## config.mk

```make
export PLATFORM = sky130hd
export DESIGN_NAME = acq_tag_ctrl
export DESIGN_NICKNAME = d
export VERILOG_FILES = /design/src/rtl/acq_pkg.sv /design/src/rtl/acq_tag_packer.sv /design/src/rtl/acq_desc_queue.sv /design/src/rtl/acq_sequencer.sv /design/src/rtl/acq_tag_ctrl.sv
export SDC_FILE = /design/constraint.sdc
export NUM_CORES = 1
export LEC_CHECK = 0
export BUFFER_PORTS_ARGS = -buffer_cell sky130_fd_sc_hd__buf_2
export CORE_UTILIZATION = 60
export DETAILED_ROUTE_END_ITERATION = 8
export GPL_ROUTABILITY_DRIVEN = 1
export GPL_TIMING_DRIVEN = 0
export PLACE_DENSITY = 0.95
export SYNTH_ARGS = -nofsm -noshare
export SYNTH_HDL_FRONTEND = slang
export SYNTH_SLANG_ARGS = --single-unit
```

## constraint.sdc

```tcl
create_clock -name clk -period 6.5 [get_ports clk]
set_input_delay 0.975 -clock clk [delete_from_list [all_inputs] [get_ports clk]]
set_output_delay 0.975 -clock clk [all_outputs]
set_load 0.02 [all_outputs]
```

## src/rtl/acq_pkg.sv

```systemverilog
package acq_pkg;
  typedef enum logic [1:0] {
    ST_SEEK = 2'd0,
    ST_POST = 2'd1,
    ST_HALT = 2'd2
  } acq_state_e;
endpackage

```

## src/rtl/acq_tag_packer.sv

```systemverilog
// One register stage that turns a sample word into a tagged entry.
module acq_tag_packer #(
  parameter int DW = 64,
  parameter int SW = 8,
  localparam int NS = DW / SW,
  localparam int IW = $clog2(NS)
) (
  input  logic          clk,
  input  logic          rst_n,
  input  logic          in_valid,
  output logic          in_ready,
  input  logic [DW-1:0] in_data,
  input  logic [NS-1:0] in_trig,
  output logic          out_valid,
  input  logic          out_ready,
  output logic [DW-1:0] out_data,
  output logic          out_flag,
  output logic [IW-1:0] out_idx
);
  localparam int EW = DW + 1 + IW;

  logic [EW-1:0] entry_q;
  logic [IW-1:0] low_idx;
  logic          any_hit;

  // priority: lowest sample position wins
  always_comb begin
    low_idx = '0;
    for (int i = NS - 1; i >= 0; i--) begin
      if (in_trig[i]) low_idx = IW'(i);
    end
  end

  assign any_hit  = |in_trig;
  assign in_ready = !out_valid || out_ready;

  always_ff @(posedge clk) begin
    if (!rst_n) begin
      out_valid <= 1'b0;
      entry_q   <= '0;
    end else if (in_ready) begin
      out_valid <= in_valid;
      if (in_valid) entry_q <= {any_hit, low_idx, in_data};
    end
  end

  assign out_flag = entry_q[EW-1];
  assign out_idx  = entry_q[EW-2 -: IW];
  assign out_data = entry_q[DW-1:0];

  // a stalled entry is held
  a_r3_entry_hold: assert property (@(posedge clk) disable iff (!rst_n)
    out_valid && !out_ready |=> out_valid && $stable(entry_q));
endmodule

```

## src/rtl/acq_desc_queue.sv

```systemverilog
// Circular list of finished acquisition descriptors.
module acq_desc_queue #(
  parameter int AW    = 16,
  parameter int PW    = 19,
  parameter int DEPTH = 4,
  localparam int QW = (DEPTH > 1) ? $clog2(DEPTH) : 1,
  localparam int CW = $clog2(DEPTH + 1)
) (
  input  logic          clk,
  input  logic          rst_n,
  input  logic          push,
  input  logic [AW-1:0] push_start,
  input  logic [PW-1:0] push_tptr,
  input  logic [AW-1:0] push_end,
  output logic          d_valid,
  input  logic          d_ready,
  output logic [AW-1:0] d_start,
  output logic [PW-1:0] d_tptr,
  output logic [AW-1:0] d_end,
  output logic          full,
  output logic          near_full
);
  logic [AW-1:0] start_mem [DEPTH];
  logic [PW-1:0] tptr_mem  [DEPTH];
  logic [AW-1:0] end_mem   [DEPTH];
  logic [QW-1:0] wr_ptr, rd_ptr;
  logic [CW-1:0] count;
  logic          pop;

  assign pop       = d_valid && d_ready;
  assign d_valid   = count != '0;
  assign full      = count == CW'(DEPTH);
  assign near_full = count == CW'(DEPTH - 1);
  assign d_start   = start_mem[rd_ptr];
  assign d_tptr    = tptr_mem[rd_ptr];
  assign d_end     = end_mem[rd_ptr];

  always_ff @(posedge clk) begin
    if (push) begin
      start_mem[wr_ptr] <= push_start;
      tptr_mem[wr_ptr]  <= push_tptr;
      end_mem[wr_ptr]   <= push_end;
    end
  end

  always_ff @(posedge clk) begin
    if (!rst_n) begin
      wr_ptr <= '0;
      rd_ptr <= '0;
      count  <= '0;
    end else begin
      if (push) wr_ptr <= (wr_ptr == QW'(DEPTH - 1)) ? '0 : wr_ptr + 1'b1;
      if (pop)  rd_ptr <= (rd_ptr == QW'(DEPTH - 1)) ? '0 : rd_ptr + 1'b1;
      count <= count + CW'(push) - CW'(pop);
    end
  end

  // an unread descriptor is never overwritten
  a_r9_no_push_full: assert property (@(posedge clk) disable iff (!rst_n)
    push |-> !full);
  // stalled descriptor holds
  a_r8_desc_hold: assert property (@(posedge clk) disable iff (!rst_n)
    d_valid && !d_ready |=> d_valid && $stable(d_start) && $stable(d_tptr) && $stable(d_end));
endmodule

```

## src/rtl/acq_sequencer.sv

```systemverilog
// Pre/trigger/post sequencing, address generation and descriptor issue.
module acq_sequencer
  import acq_pkg::*;
#(
  parameter int AW = 16,
  parameter int IW = 3,
  parameter int CW = 16,
  localparam int PW = AW + IW
) (
  input  logic          clk,
  input  logic          rst_n,
  input  logic [CW-1:0] cfg_pre,
  input  logic [CW-1:0] cfg_post,
  input  logic          pk_valid,
  output logic          pk_ready,
  input  logic          pk_flag,
  input  logic [IW-1:0] pk_idx,
  output logic          m_valid,
  input  logic          m_ready,
  output logic [AW-1:0] m_addr,
  output logic          push,
  output logic [AW-1:0] push_start,
  output logic [PW-1:0] push_tptr,
  output logic [AW-1:0] push_end,
  input  logic          q_full,
  input  logic          q_near_full,
  input  logic          q_pop,
  output logic          overflow
);
  acq_state_e    st;
  logic [AW-1:0] wr_addr, acq_start;
  logic [CW-1:0] pre_cnt, post_cnt;
  logic [PW-1:0] tptr_q, cur_ptr;
  logic          beat, armed, hit, post_done, finish, full_after;

  assign pk_ready   = m_ready || (st == ST_HALT);
  assign m_valid    = pk_valid && (st != ST_HALT);
  assign m_addr     = wr_addr;
  assign beat       = pk_valid && pk_ready && (st != ST_HALT);
  assign armed      = pre_cnt >= cfg_pre;
  assign hit        = (st == ST_SEEK) && armed && pk_flag;
  assign post_done  = (st == ST_POST) && (({1'b0, post_cnt} + 1'b1) >= {1'b0, cfg_post});
  assign finish     = beat && ((hit && cfg_post == '0) || post_done);
  assign full_after = q_near_full && !q_pop;
  assign cur_ptr    = {wr_addr, pk_idx};

  assign push       = finish;
  assign push_start = acq_start;
  assign push_tptr  = (st == ST_SEEK) ? cur_ptr : tptr_q;
  assign push_end   = wr_addr;

  always_ff @(posedge clk) begin
    if (!rst_n) begin
      st        <= ST_SEEK;
      wr_addr   <= '0;
      acq_start <= '0;
      pre_cnt   <= '0;
      post_cnt  <= '0;
      tptr_q    <= '0;
      overflow  <= 1'b0;
    end else if (st == ST_HALT) begin
      pre_cnt <= '0;
      if (!q_full) st <= ST_SEEK;
    end else if (beat) begin
      wr_addr <= wr_addr + 1'b1;
      if (finish) begin
        acq_start <= wr_addr + 1'b1;
        pre_cnt   <= '0;
        post_cnt  <= '0;
        if (full_after) begin
          st       <= ST_HALT;
          overflow <= 1'b1;
        end else begin
          st <= ST_SEEK;
        end
      end else if (hit) begin
        tptr_q   <= cur_ptr;
        post_cnt <= '0;
        st       <= ST_POST;
      end else if (st == ST_POST) begin
        post_cnt <= post_cnt + 1'b1;
      end else if (!armed) begin
        pre_cnt <= pre_cnt + 1'b1;
      end
    end
  end

  // helper distances for the window check (modulo address space)
  logic [AW-1:0] trig_off, span;
  assign trig_off = push_tptr[PW-1:IW] - push_start;
  assign span     = push_end - push_start;

  // flag is sticky
  a_r9_ovf_sticky: assert property (@(posedge clk) disable iff (!rst_n)
    overflow |=> overflow);
  // overflow only rises when the list is really full
  a_r9_rise_full: assert property (@(posedge clk) disable iff (!rst_n)
    $rose(overflow) |-> q_full);
  // trigger lies inside its acquisition window
  a_r5_trig_inside: assert property (@(posedge clk) disable iff (!rst_n)
    push |-> trig_off <= span);
  // memory write held under back-pressure
  a_r3_mem_hold: assert property (@(posedge clk) disable iff (!rst_n)
    m_valid && !m_ready |=> m_valid && $stable(m_addr));
endmodule

```

## src/rtl/acq_tag_ctrl.sv

```systemverilog
module acq_tag_ctrl #(
  parameter int DW    = 64,
  parameter int SW    = 8,
  parameter int AW    = 16,
  parameter int CW    = 16,
  parameter int DEPTH = 4,
  localparam int NS = DW / SW,
  localparam int IW = $clog2(NS),
  localparam int PW = AW + IW
) (
  input  logic          clk,
  input  logic          rst_n,
  input  logic [CW-1:0] cfg_pre_len,
  input  logic [CW-1:0] cfg_post_len,
  input  logic          s_valid,
  output logic          s_ready,
  input  logic [DW-1:0] s_data,
  input  logic [NS-1:0] s_trig,
  output logic          m_valid,
  input  logic          m_ready,
  output logic [AW-1:0] m_addr,
  output logic [DW-1:0] m_data,
  output logic          d_valid,
  input  logic          d_ready,
  output logic [AW-1:0] d_start,
  output logic [PW-1:0] d_trig_ptr,
  output logic [AW-1:0] d_end,
  output logic          overflow
);
  logic          pk_valid, pk_ready, pk_flag;
  logic [IW-1:0] pk_idx;
  logic          push, q_full, q_near_full, q_pop;
  logic [AW-1:0] push_start, push_end;
  logic [PW-1:0] push_tptr;

  assign q_pop = d_valid && d_ready;

  acq_tag_packer #(.DW(DW), .SW(SW)) u_pack (
    .clk(clk), .rst_n(rst_n),
    .in_valid(s_valid), .in_ready(s_ready), .in_data(s_data), .in_trig(s_trig),
    .out_valid(pk_valid), .out_ready(pk_ready), .out_data(m_data),
    .out_flag(pk_flag), .out_idx(pk_idx)
  );

  acq_sequencer #(.AW(AW), .IW(IW), .CW(CW)) u_seq (
    .clk(clk), .rst_n(rst_n),
    .cfg_pre(cfg_pre_len), .cfg_post(cfg_post_len),
    .pk_valid(pk_valid), .pk_ready(pk_ready), .pk_flag(pk_flag), .pk_idx(pk_idx),
    .m_valid(m_valid), .m_ready(m_ready), .m_addr(m_addr),
    .push(push), .push_start(push_start), .push_tptr(push_tptr), .push_end(push_end),
    .q_full(q_full), .q_near_full(q_near_full), .q_pop(q_pop),
    .overflow(overflow)
  );

  acq_desc_queue #(.AW(AW), .PW(PW), .DEPTH(DEPTH)) u_queue (
    .clk(clk), .rst_n(rst_n),
    .push(push), .push_start(push_start), .push_tptr(push_tptr), .push_end(push_end),
    .d_valid(d_valid), .d_ready(d_ready),
    .d_start(d_start), .d_tptr(d_trig_ptr), .d_end(d_end),
    .full(q_full), .near_full(q_near_full)
  );
endmodule

```

=== Word level (Yosys, flattened, before mapping) ===
Memories as Yosys holds them, arrays and structs flattened. A register that Yosys moved wholly into a read port is not among the register bits.
Cells that the tools add are included.

* $add $sub $neg: 8
* Magnitude comparators: 2
* Eq/ne operators: 11
* Multiplexer cells: 32
* Bitwise operators: 3
* Reductions and logical operators: 31

{| class="wikitable"
|+ Operators with widths
! operator !! number
|-
| 16-bit two-way mux || 7
|-
| 16-bit by 1-bit adder with 16-bit output (second input constant) || 3
|-
| 2-bit two-way mux || 14
|-
| 3-bit two-way mux || 8
|-
| 19-bit two-way mux || 1
|-
| 16-bit by 1-bit adder with 17-bit output (second input constant) || 1
|-
| 17-bit by 16-bit greater-or-equal comparator with 1-bit output || 1
|-
| 16-bit greater-or-equal comparator || 1
|-
| 16-bit zero test || 1
|-
| 4-bit AND reduction || 3
|-
| 1-bit logical AND || 10
|-
| 3-bit AND reduction || 3
|-
| 3-bit nonzero test || 3
|-
| 8-bit OR reduction || 1
|-
| 2-bit equality test (second input constant) || 3
|-
| 2-bit by 1-bit != test with 1-bit output (second input constant) || 3
|-
| 2-bit by 1-bit adder with 2-bit output (second input constant) || 2
|-
| 2-bit != test (second input constant) || 2
|-
| 2-bit AND reduction || 2
|-
| 3-bit by 1-bit adder with 3-bit output || 1
|-
| 3-bit by 2-bit equality test with 1-bit output (second input constant) || 1
|-
| 3-bit equality test (second input constant) || 1
|-
| 1-bit logical OR || 3
|-
| 1-bit inverter || 3
|-
| other kinds (7) || 9
|}

* Register bits: 162
* Memory bits (writable): 204
* Bits of input ports: 109
* Output and inout bits: 135
* Word-level logic and storage cells: 102
* Memories kept: 3

{| class="wikitable"
|+ Memories
! memory !! words !! width !! rd ports !! clocked after memory_dff !! wr ports !! line !! text
|-
| u_queue.tptr_mem || 4 || 19 || 1 || 1 || 1 || acq_desc_queue.sv:24 || <nowiki>logic [PW-1:0] tptr_mem [DEPTH];</nowiki>
|-
| u_queue.end_mem || 4 || 16 || 1 || 1 || 1 || acq_desc_queue.sv:25 || <nowiki>logic [AW-1:0] end_mem [DEPTH];</nowiki>
|-
| u_queue.start_mem || 4 || 16 || 1 || 1 || 1 || acq_desc_queue.sv:23 || <nowiki>logic [AW-1:0] start_mem [DEPTH];</nowiki>
|}

=== Logic depth before layout (Yosys ltp) ===
Gate-level depths: netlist of run 1.

* Word-level depth: 9
* Gate-level depth with buffers: 20
* Mapped depth without buffers: 19

=== By module ===
A second synthesis of run 1 with hierarchy kept.

* Cell total of the unflattened synthesis: 1299
* Area total of the unflattened synthesis: 16185.5 um2

{| class="wikitable"
|+ Modules (own cells, without submodules)
! module !! instances !! cells each !! area an instance (um2) !! sequential area each (um2)
|-
| acq_desc_queue || 1 || 315 || 7926.4 || 6306.0
|-
| acq_sequencer || 1 || 671 || 5610.4 || 1721.7
|-
| acq_tag_packer || 1 || 312 || 2642.5 || 1381.3
|-
| acq_tag_ctrl || 1 || 1 || 6.3 || 0.0
|}

=== Worst setup path before layout of run 1 ===
Ideal clock, no wire load.

* Kind: reg2reg
* From: register u_seq.post_cnt[3]
* To: memory u_queue.end_mem[0][0] (enable)
* Library setup time: 0.414 ns
* Arrival time: 4.018 ns
* Required time: 6.086 ns
* Setup slack: 2.068 ns
* Cell stages (with the launch flop): 16
* Path buffers: 3
* Clock period less this slack: 4.432 ns
* Cell sequence: dfxtp_1 > clkbuf_2 > nand4_1 > nor2_1 > nand3_1 > nor2_1 > xor2_1 > ha_1 > nand3_1 > nor3_1 > o311ai_0 > nand3_1 > o2bb2ai_1 > clkbuf_1 > clkbuf_1 > and3_1

* Cells in the longest elaborated chain, start to end: 7

{| class="wikitable"
|+ RTL lines
! what !! line !! text
|-
| start: declaration || acq_sequencer.sv:32 || <nowiki>logic [CW-1:0] pre_cnt, post_cnt;</nowiki>
|-
| start signal: assignment || acq_sequencer.sv:81 || <nowiki>post_cnt <= post_cnt + 1'b1;</nowiki>
|-
| 16-bit by 1-bit adder with 17-bit output || acq_sequencer.sv:42 || <nowiki>assign post_done = (st == ST_POST) && (({1'b0, post_cnt} + 1'b1) >= {1'b0, cfg_post});</nowiki>
|-
| 17-bit by 16-bit greater-or-equal comparator with 1-bit output || acq_sequencer.sv:42 ||
|-
| 1-bit logical AND || acq_sequencer.sv:42 ||
|-
| 1-bit logical OR || acq_sequencer.sv:43 || <nowiki>assign finish = beat && ((hit && cfg_post == '0) || post_done);</nowiki>
|-
| 1-bit logical AND || acq_sequencer.sv:43 ||
|-
| 1-bit two-way mux || acq_desc_queue.sv:39 || <nowiki>if (push) begin</nowiki>
|-
| 1-bit two-way mux (implied by the code) || acq_desc_queue.sv:42 || <nowiki>end_mem[wr_ptr] <= push_end;</nowiki>
|-
| end: declaration || acq_desc_queue.sv:25 ||
|}

Every way passes these cells.

=== Final worst setup path of run 1 ===
* From: register u_seq.post_cnt[3]
* To: memory u_queue.end_mem[0][4] (enable)

Same word-level chain as after synthesis.

==> flow_summary.toml, run 1 <==
[outcome]
status = "finished, final reports clean"

[worst_setup_path]
path_cells = "clkbuf_2 > nand4_1 > nor2_1 > nand3_1 > nor2_1 > xor2_1 > ha_1 > nand3_1 > nor3_1 > o311ai_0 > nand3_1 > o2bb2ai_1 > clkbuf_1 > clkbuf_1 > and3_2 > buf_12"
cp_max_fo = 30
slowest_delay_ns = 0.68
cp_slowest_cell = "and3_2"
reg2reg_depth = 16
crit_type = "flop to flop"
critPathMostFrequentCell = "nand3_1"
r2r_start = "u_seq.post_cnt[3]"
crit_path_start = "u_seq.post_cnt[3]"
critPathLaunchType = "flop"
arrival_ns = 5.06
cp.required_ns = 6.70
endpoint_kind = "flop"

[route]
vias = 10900
first_pass_iters = 6
first_iter_violations = 812
vias_per_cell = 5.88
wirelength_um = 37200
final_antenna_net_count = 0
drc = 0
wl_per_cell_um = 20.1

[place]
dp_hpwl_um = 25700
dp.cells = 1783
gp_congestion = 0.927
numPortBuffers = 243
dp_slack_ns = 1.74

[yosys]
synth_edf_count = 204
synth_cells = 1206
synth_common_cells = "edfxtp_1 (204), nand2_1 (187), dfxtp_1 (164), a21boi_0 (69), mux4_2 (51)"
synth.ff_latch_count = 368
yosysUniqueCellTypes = 61
yosysMostFrequentCell = "edfxtp_1"
yosys-top-cells-area = "edfxtp_1 (40%), dfxtp_1 (21%), mux4_2 (7.4%)"
syn-num-nets = 1358
syn_area_um2 = 15400
yosys_warnings = 0
ys_seq_area_frac = 0.610
ys_async_sr_fraction = 0
yosysTopAreaCellShare = 0.397
synthFlopType = "edfxtp_1"
syn_area_per_cell_um2 = 12.8
synth_largest_area_cell = "edfxtp_1"

[power_and_ir_drop]
clockPowerShare = 0.413
seq_power_share = 0.484
p_int_w = 0.00394
p_leak_nw = 7.77
p_switching_w = 0.00122
switching_share = 0.236
max-vdd-ir-drop_mv = 0.227
power_frac_comb = 0.103
power.density_nw_per_um2 = 281

[finish]
drive_gt1_frac = 0.264
utilization = 0.729
areaGrowthSynthToFinish_pct = 19.0
num-nets-final = 1644
fillers = 1562
instances_no_fill = 1853

[grt]
grt_pass1_vias = 11200
grt_max_degree = 32
grt_usage = 0.288
antenna_found_initial = 2
overflow = 0
grt_pass1_wl_um = 58100

[run]
cap_viol_max_count = 0

[sta]
slew_headroom = 0.350
hold_slack_ns = 0.463
hold_violations = 0
skew_ns = 0.0152
fmax_mhz = 206
worst_pin_slew_ns = 0.975
rsz0062_at_grt = "false"
fin_crit_ns = 4.86
drv_slew = 0
finalSetupViolCount = 0
fin_ws_ns = 1.64
fin_setup_tns_ns = 0
fin_crit_sh = 0.747

[cts]
postCtsSetupBuffers = 0
cts_hold_buf = 0
cts_root_buf = "clkbuf_16"
numCtsBuffers = 37
cts_sinks = 368
htree_levels = 2
cts_max_path_buffers = 3
tritoncts = "built"
clk_pin_slew_ns = 0.06
insertion_delay_ns = 0.52
cts-resized-gates = 0

[floorplanning]
row_count = 58
initial_core_util = 0.612
boundaryPins = 244
dieArea_um2 = 26300
die_h_um = 162
fp.dieW_um = 162
core_um2 = 25200

[worst_hold_path]
hp-start = "u_pack.entry_q[42]"
worstHoldPathType = "flop to flop"
min_path_cells = 2
## power groups by stage
stage	logic (W)	clock network [W]	registers (W)
2_1_floorplan	0.000328	0	0.00257
3_3_place_gp	0.000515	0	0.00255
3_5_place_dp	0.000535	0	0.00255
4_1_cts	0.000539	0.00215	0.00250
5_1_grt	0.000575	0.00224	0.00250
6_report	0.000530	0.00213	0.00250
## layout make-up
class / instances / area, µm² / area share
multi-input cells: 731 / 5570 / 0.304
inverters: 47 / 176 / 0.00961
repair buffers: 247 / 1300 / 0.0706
diodes: 3 / 7.51 / 0.000409
flip-flops and latches: 368 / 9410 / 0.513
clock inverters: 18 / 211 / 0.0115
clock buffers: 49 / 1000 / 0.0545
plain buffers: 60 / 267 / 0.0145
well taps: 330 / 413 / 0.0225
## sequential cells by signal (all words and copies together) (netlist names), named ones only
name and flops:
u_pack.entry_q 68, u_pack.out_valid 1, u_queue.count 3, u_queue.end_mem 64, u_queue.rd_ptr 2, u_queue.start_mem 64, u_queue.tptr_mem 76, u_queue.wr_ptr 2
u_seq.m_addr 16, u_seq.overflow 1, u_seq.post_cnt 16, u_seq.pre_cnt 16, u_seq.push_start 16, u_seq.st 2, u_seq.tptr_q 19
## final timing paths
kind	to	slack [ns]
worst max register to register	u_queue.end_mem[0][4]	1.64
worst min register to register	u_pack.entry_q[42]	0.46
worst max-delay path	u_queue.end_mem[0][4]	1.64
worst min-delay path	u_pack.entry_q[42]	0.46
## logic make-up (layout without fill, tap and decap cells)
family / after synthesis / after routing / share of synthesized area
mux: 92 / 92 / 0.103
buf+inv: 107 / 421 / 0.0287
other cells: 0 / 3 / 0
flops: 368 / 368 / 0.610
compound gates: 177 / 177 / 0.0828
fa+ha+maj: 43 / 43 / 0.0354
simple gates: 372 / 372 / 0.114
xor+xnor: 47 / 47 / 0.0267
## cell usage in the layout, fill, tap and decap left out, types with 11 or more instances in the layout
cell,netlist,final
a22o_1,12,12
mux2i_1,21,21
nor2b_1,24,24
buf_2,2,245
nand4_1,13,13
edfxtp_1,204,204
dfxtp_1,164,164
clkbuf_1,40,49
ha_1,42,42
a21boi_0,69,69
xor2_1,14,14
a21oi_1,27,27
nor2_1,35,35
nand2_1,187,187
inv_1,47,47
and2_1,19,19
buf_1,11,11
mux4_2,51,51
clkbuf_16,0,37
xnor2_1,33,33
mux2_2,20,20
o21ai_0,22,22
nand3_1,37,37
## stage by stage
stage,total power (W),cell area [µm²]
after floorplan,0.00290,15400
after global placement,0.00306,17100
after detailed placement,0.00308,17100
after CTS,0.00519,18300
after global routing,0.00532,18400
final,0.00516,18400
## per-layer routing
layer / global-route usage / routed length [µm]
met1: 0.333 / 13400
met2: 0.523 / 19600
met3: 0.0534 / 2910
met4: 0.118 / 1290
met5: 0 / 0
## critical path, delay by kind of cell, from the launching register on
family | cells | cell delay, ns
buffers and inverters | 4 | 1.29
adder cells (fa/ha/maj) | 1 | 0.32
AND/OR/NAND/NOR | 8 | 2.07
XOR/XNOR | 1 | 0.11
flip-flops | 1 | 0.30
AO/OA/AOI/OAI | 2 | 0.40
Note: power is estimated with default switching activity, not from simulation.
==> run 2: changes to the inputs <==
--- a/config.mk
+++ b/config.mk
@@ -6,11 +6,11 @@
 export NUM_CORES = 1
 export LEC_CHECK = 0
 export BUFFER_PORTS_ARGS = -buffer_cell sky130_fd_sc_hd__buf_2
-export CORE_UTILIZATION = 60
+export CORE_UTILIZATION = 51
 export DETAILED_ROUTE_END_ITERATION = 8
 export GPL_ROUTABILITY_DRIVEN = 1
 export GPL_TIMING_DRIVEN = 0
-export PLACE_DENSITY = 0.95
+export PLACE_DENSITY = 0.87
 export SYNTH_ARGS = -nofsm -noshare
 export SYNTH_HDL_FRONTEND = slang
 export SYNTH_SLANG_ARGS = --single-unit
==> constraint.sdc (replaced) <==
create_clock -name clk -period 4.2 [get_ports clk]
set_input_delay 0.63 -clock clk [delete_from_list [all_inputs] [get_ports clk]]
set_output_delay 0.63 -clock clk [all_outputs]
set_load 0.02 [all_outputs]
==> run 2 against run 1 <==
Net effect: sequential share of layout area is 0.94 points lower; first-iteration DRC count decreased by 4.8%; setup slack lost 1.5 ns; register-to-register slack got worse by 1.5 ns; final cell count is 4.0% higher; critical path depth grew 3; critical endpoint is now u_queue.count[2].
==> flow_summary.toml, run 2 (same netlist as run 1, synthesis figures left out) <==
[route]
drc = 0
wl_per_cell_um = 20.0
first_pass_iters = 5
vias = 11000
first_iter_violations = 773
final_antenna_net_count = 0
vias_per_cell = 5.68
wirelength_um = 38500

[power_and_ir_drop]
max-vdd-ir-drop_mv = 0.327
power.density_nw_per_um2 = 439
power_w = 0.00821
p_leak_nw = 7.87

[sta]
fmax_mhz = 248
worst_pin_slew_ns = 1.19
fin_setup_tns_ns = 0
drv_slew = 0
finalSetupViolCount = 0
fin_ws_ns = 0.173
fin_crit_sh = 0.959
slew_headroom = 0.208
hold_violations = 0
fin_crit_ns = 4.03
skew_ns = 0.0117

[worst_setup_path]
arrival_ns = 4.43
crit_path_start = "u_seq.post_cnt[0]"
cp.required_ns = 4.60
crit_type = "flop to flop"
cp_max_fo = 5
critPathLaunchType = "flop"
endpoint_kind = "flop"
r2r_start = "u_seq.post_cnt[0]"

[grt]
overflow = 0
antenna_found_initial = 5
grt_pass1_wl_um = 58800
grt_usage = 0.248
grt_max_degree = 23
grt_pass1_vias = 10900

[finish]
areaGrowthSynthToFinish_pct = 21.3
finish.instance_area_um2 = 18700
top_regs = "u_queue.tptr_mem (76), u_pack.entry_q (68)"
largest_reg_flops = 76
layout_commonest_cell = "buf_2"
final_cell_mix = "buf_2 (245), edfxtp_1 (204), nand2_1 (187)"
top_register = "u_queue.tptr_mem"
num-nets-final = 1658
drive_gt1_frac = 0.278
utilization = 0.629

[floorplanning]
boundaryPins = 244
row_count = 63
core_um2 = 29700
initial_core_util = 0.519
fp.dieW_um = 176
dieArea_um2 = 30900
die_h_um = 176

[cts]
cts_max_path_buffers = 3
htree_levels = 2
cts_root_buf = "clkbuf_16"
insertion_delay_ns = 0.51
numCtsBuffers = 37
tritoncts = "built"
cts_sinks = 368
clk_pin_slew_ns = 0.06

[run]
cap_viol_max_count = 0

[place]
placed_area_um2 = 17100
gp_congestion = 0.877
dp_hpwl_um = 24800
dp_slack_ns = -0.819
numPortBuffers = 243

[outcome]
status = "finished, final reports clean"

[worst_hold_path]
hp-start = "s_data[10]"
worstHoldPathType = "primary input to flop"
[run 2: changes by cell type in the layout (fill, tap and decap cells not counted), sizes merged]
cell,delta
and3,+12
buf,+3
bufinv,+3
clkbuf,-3
clkinv,+1
clkinvlp,+2
inv,-3
[run 2: path summary, 6_finish.rpt]
kind | end | slack, ns | cells after the start
worst min register to register | u_pack.entry_q[55] | 0.46 | 2
worst min-delay path | u_pack.entry_q[10] | 0.36 | 3
worst max-delay path | u_queue.count[2] | 0.17 | 19
worst max register to register | u_queue.count[2] | 0.17 | 19
[run 2: stage by stage]
stage | hold slack, ns | instances
final | 0.363 | 1928
after global routing | 0.357 | 1927
after CTS | 0.345 | 1921
after detailed placement | 0.453 | 1839
after global placement | 0.448 | 1839
after floorplan | 0.450 | 1206
[run 2: power breakdown]
group	switching (W)	total, W	internal [W]
clock network	0.00135	0.00352	0.00217
registers	0.0000431	0.00387	0.00383
logic	0.000479	0.000815	0.000336
[run 2: repair_timing]
action,4_1_cts,5_1_grt
gates cloned,12,0
hold buffers,0,0
setup buffers,2,4
endpoints found under the setup margin,207,213
resized for setup,23,11
pin swaps,11,4
[run 2: final cells by class]
class,instances,area [µm²]
Sequential cell,368,9410
Clock buffer,47,1030
Inverter,47,176
Clock inverter,21,289
Antenna cell,3,7.51
Multi-Input combinational cell,743,5770
Fill cell,2145,11000
Tap cell,390,488
Timing Repair Buffer,249,1260
Buffer,60,272
[run 2: routing by layer]
metal / track usage / up-vias / routed length [µm]
met1: 0.292 / 5317 / 14700
met3: 0.0502 / 88 / 2990
met2: 0.446 / 521 / 19700
li1: - / 5020 / -
met5: 0 / - / 18
met4: 0.0895 / 4 / 1130
[run 2: worst max-delay path, cell delays in order, from the launching register on]
cell and delay, ns:
dfxtp_2 0.38, ha_2 0.24, and2_2 0.22, nand3_1 0.12
nor2_1 0.19, xor2_1 0.28, ha_1 0.31, a21o_1 0.16
a21o_1 0.19, a211oi_2 0.23, nand3_2 0.18, a2bb2oi_4 0.22
nor2_4 0.06, inv_2 0.11, ha_1 0.13, inv_1 0.04
ha_1 0.18, fa_1 0.38, xnor2_1 0.14, and2_1 0.15
==> run 3: changes to the inputs <==
--- a/config.mk
+++ b/config.mk
@@ -6,6 +6,7 @@
 export NUM_CORES = 1
 export LEC_CHECK = 0
 export BUFFER_PORTS_ARGS = -buffer_cell sky130_fd_sc_hd__buf_2
+export CORE_MARGIN = 3
 export CORE_UTILIZATION = 51
 export DETAILED_ROUTE_END_ITERATION = 8
 export GPL_ROUTABILITY_DRIVEN = 1
==> run 3 against run 2 <==
Net effect: largest cell class unchanged; clock skew grew 0.0098 ns; worst hold slack gained 0.0034 ns; flip-flop and latch count is the same; critical path depth grew 2; setup slack gained 0.072 ns; combinational power grew 1%; clock-buffer cell count grew 8; routed wire length grew 3.9%; clock power shrank 12%; global-route usage shrank 0.68 points; final cell count shrank 0.16%; critical path type unchanged.
==> flow_summary.toml, run 3 (same netlist as run 1, synthesis figures left out) <==
[outcome]
status = "finished, final reports clean"

[sta]
hold_violations = 0
worst_pin_slew_ns = 1.08
skew_ns = 0.0215
drv_slew = 0
finalSetupViolCount = 0
fin_crit_ns = 3.96
hold_slack_ns = 0.366
fmax_mhz = 253
fin_crit_sh = 0.942
slew_headroom = 0.277

[route]
vias_per_cell = 5.69
wirelength_um = 40000
drc = 0
first_iter_violations = 870
wl_per_cell_um = 20.8
final_antenna_net_count = 0
first_pass_iters = 6
vias = 11000

[finish]
final_cell_mix = "buf_2 (246), edfxtp_1 (204), nand2_1 (187)"
num-nets-final = 1657
layout_commonest_cell = "buf_2"
largest_reg_flops = 76
drive_gt1_frac = 0.274
utilization = 0.623
instances_no_fill = 1925
top_register = "u_queue.tptr_mem"
top_regs = "u_queue.tptr_mem (76), u_pack.entry_q (68)"
finish.instance_area_um2 = 18500
areaGrowthSynthToFinish_pct = 20.1

[power_and_ir_drop]
power_w = 0.00779
power.density_nw_per_um2 = 421
p_leak_nw = 7.80
max-vdd-ir-drop_mv = 0.333

[worst_setup_path]
crit_type = "flop to flop"
cp.required_ns = 4.60
endpoint_kind = "flop"
r2r_slack_ns = 0.24
cp_max_fo = 7
arrival_ns = 4.36
critPathLaunchType = "flop"

[run]
cap_viol_max_count = 0

[grt]
grt.busiest_layer = "met2"
grt_usage = 0.241
grtUsageMet3 = 0.0577
grt_use_met1 = 0.292
grt_max_degree = 23
grt_pass1_vias = 11300
grt_pass1_wl_um = 62300
grtUsageMet2 = 0.424
overflow = 0
antenna_found_initial = 2

[cts]
numCtsBuffers = 37
insertion_delay_ns = 0.52
tritoncts = "built"
cts_max_path_buffers = 3
clk_pin_slew_ns = 0.06
cts_sinks = 368
cts_root_buf = "clkbuf_16"
htree_levels = 2
cts_hold_buf = 0

[floorplanning]
fp.dieW_um = 180
initial_core_util = 0.519
row_count = 63
boundaryPins = 244
core_um2 = 29700
dieArea_um2 = 32400
die_h_um = 180

[place]
placed_area_um2 = 17100
gp_congestion = 0.912
dp_hpwl_um = 26000
numPortBuffers = 243
dp.cells = 1839

[worst_hold_path]
worstHoldPathType = "primary input to flop"
-- run 3: changes by cell type in the layout (fill, tap and decap cells not counted), moves of 2 or more --
cell	change
diode_2	-2
bufinv_16	-7
buf_4	-2
clkbuf_8	+2
clkbuf_1	+6
clkinvlp_4	-3
clkinv_2	+3
-- run 3: final timing paths --
kind	start	end	depth (start not counted)
worst max register to register	u_seq.post_cnt[3]	u_queue.count[2]	21
worst max-delay path	u_seq.post_cnt[3]	u_queue.count[2]	21
worst min-delay path	s_data[15]	u_pack.entry_q[15]	3
worst min register to register	u_pack.entry_q[58]	u_pack.entry_q[58]	2
-- run 3: power breakdown --
group / switching, W / leakage (nW) / internal (W)
clock: 0.00132 / 0.566 / 0.00178
sequential: 0.0000430 / 3.56 / 0.00383
combinational: 0.000490 / 3.68 / 0.000337
-- run 3: through the flow --
step           TNS, ns  setup WS (ns)
3_5_place_dp   -176.32         -0.886
4_1_cts              0         0.0146
2_1_floorplan        0          0.321
5_1_grt        -0.0386        -0.0346
3_3_place_gp   -155.24         -0.772
6_report             0          0.245
-- run 3: routing by layer --
| layer | share of wire | up-vias |
|---|---|---|
| met4 | 0.032 | 2 |
| met3 | 0.082 | 98 |
| met5 | 0.00032 | - |
| met2 | 0.51 | 530 |
| li1 | - | 5010 |
| met1 | 0.38 | 5317 |
-- run 3: layout make-up --
type,count,area [µm²]
Antenna cell,1,2.50
Buffer,60,272
Clock buffer,55,1080
Clock inverter,13,67.6
Fill cell,2174,11200
Inverter,47,176
Multi-Input combinational cell,743,5770
Sequential cell,368,9410
Tap cell,390,488
Timing Repair Buffer,248,1250
-- run 3: worst max-delay path: stages (launching register included) --
cell and delay, ns:
dfxtp_1 0.31, buf_2 0.17, nand4_1 0.15, nor2_2 0.18, buf_4 0.14, nand3_1 0.09
nor2_1 0.13, xor2_1 0.21, ha_1 0.28, a21o_1 0.16, a21o_1 0.19, a211oi_2 0.25
nand3_2 0.18, a2bb2oi_4 0.21, nor2_4 0.07, inv_2 0.11, ha_1 0.12, inv_1 0.04
ha_1 0.18, fa_1 0.38, xnor2_1 0.14, and2_1 0.15
-- run 3: repair_timing --
item	4_1_cts	5_1_grt
setup buffers	3	2
endpoints found under the setup margin	207	207
gates cloned	12	0
gates resized for setup	22	12
pin swaps	11	6
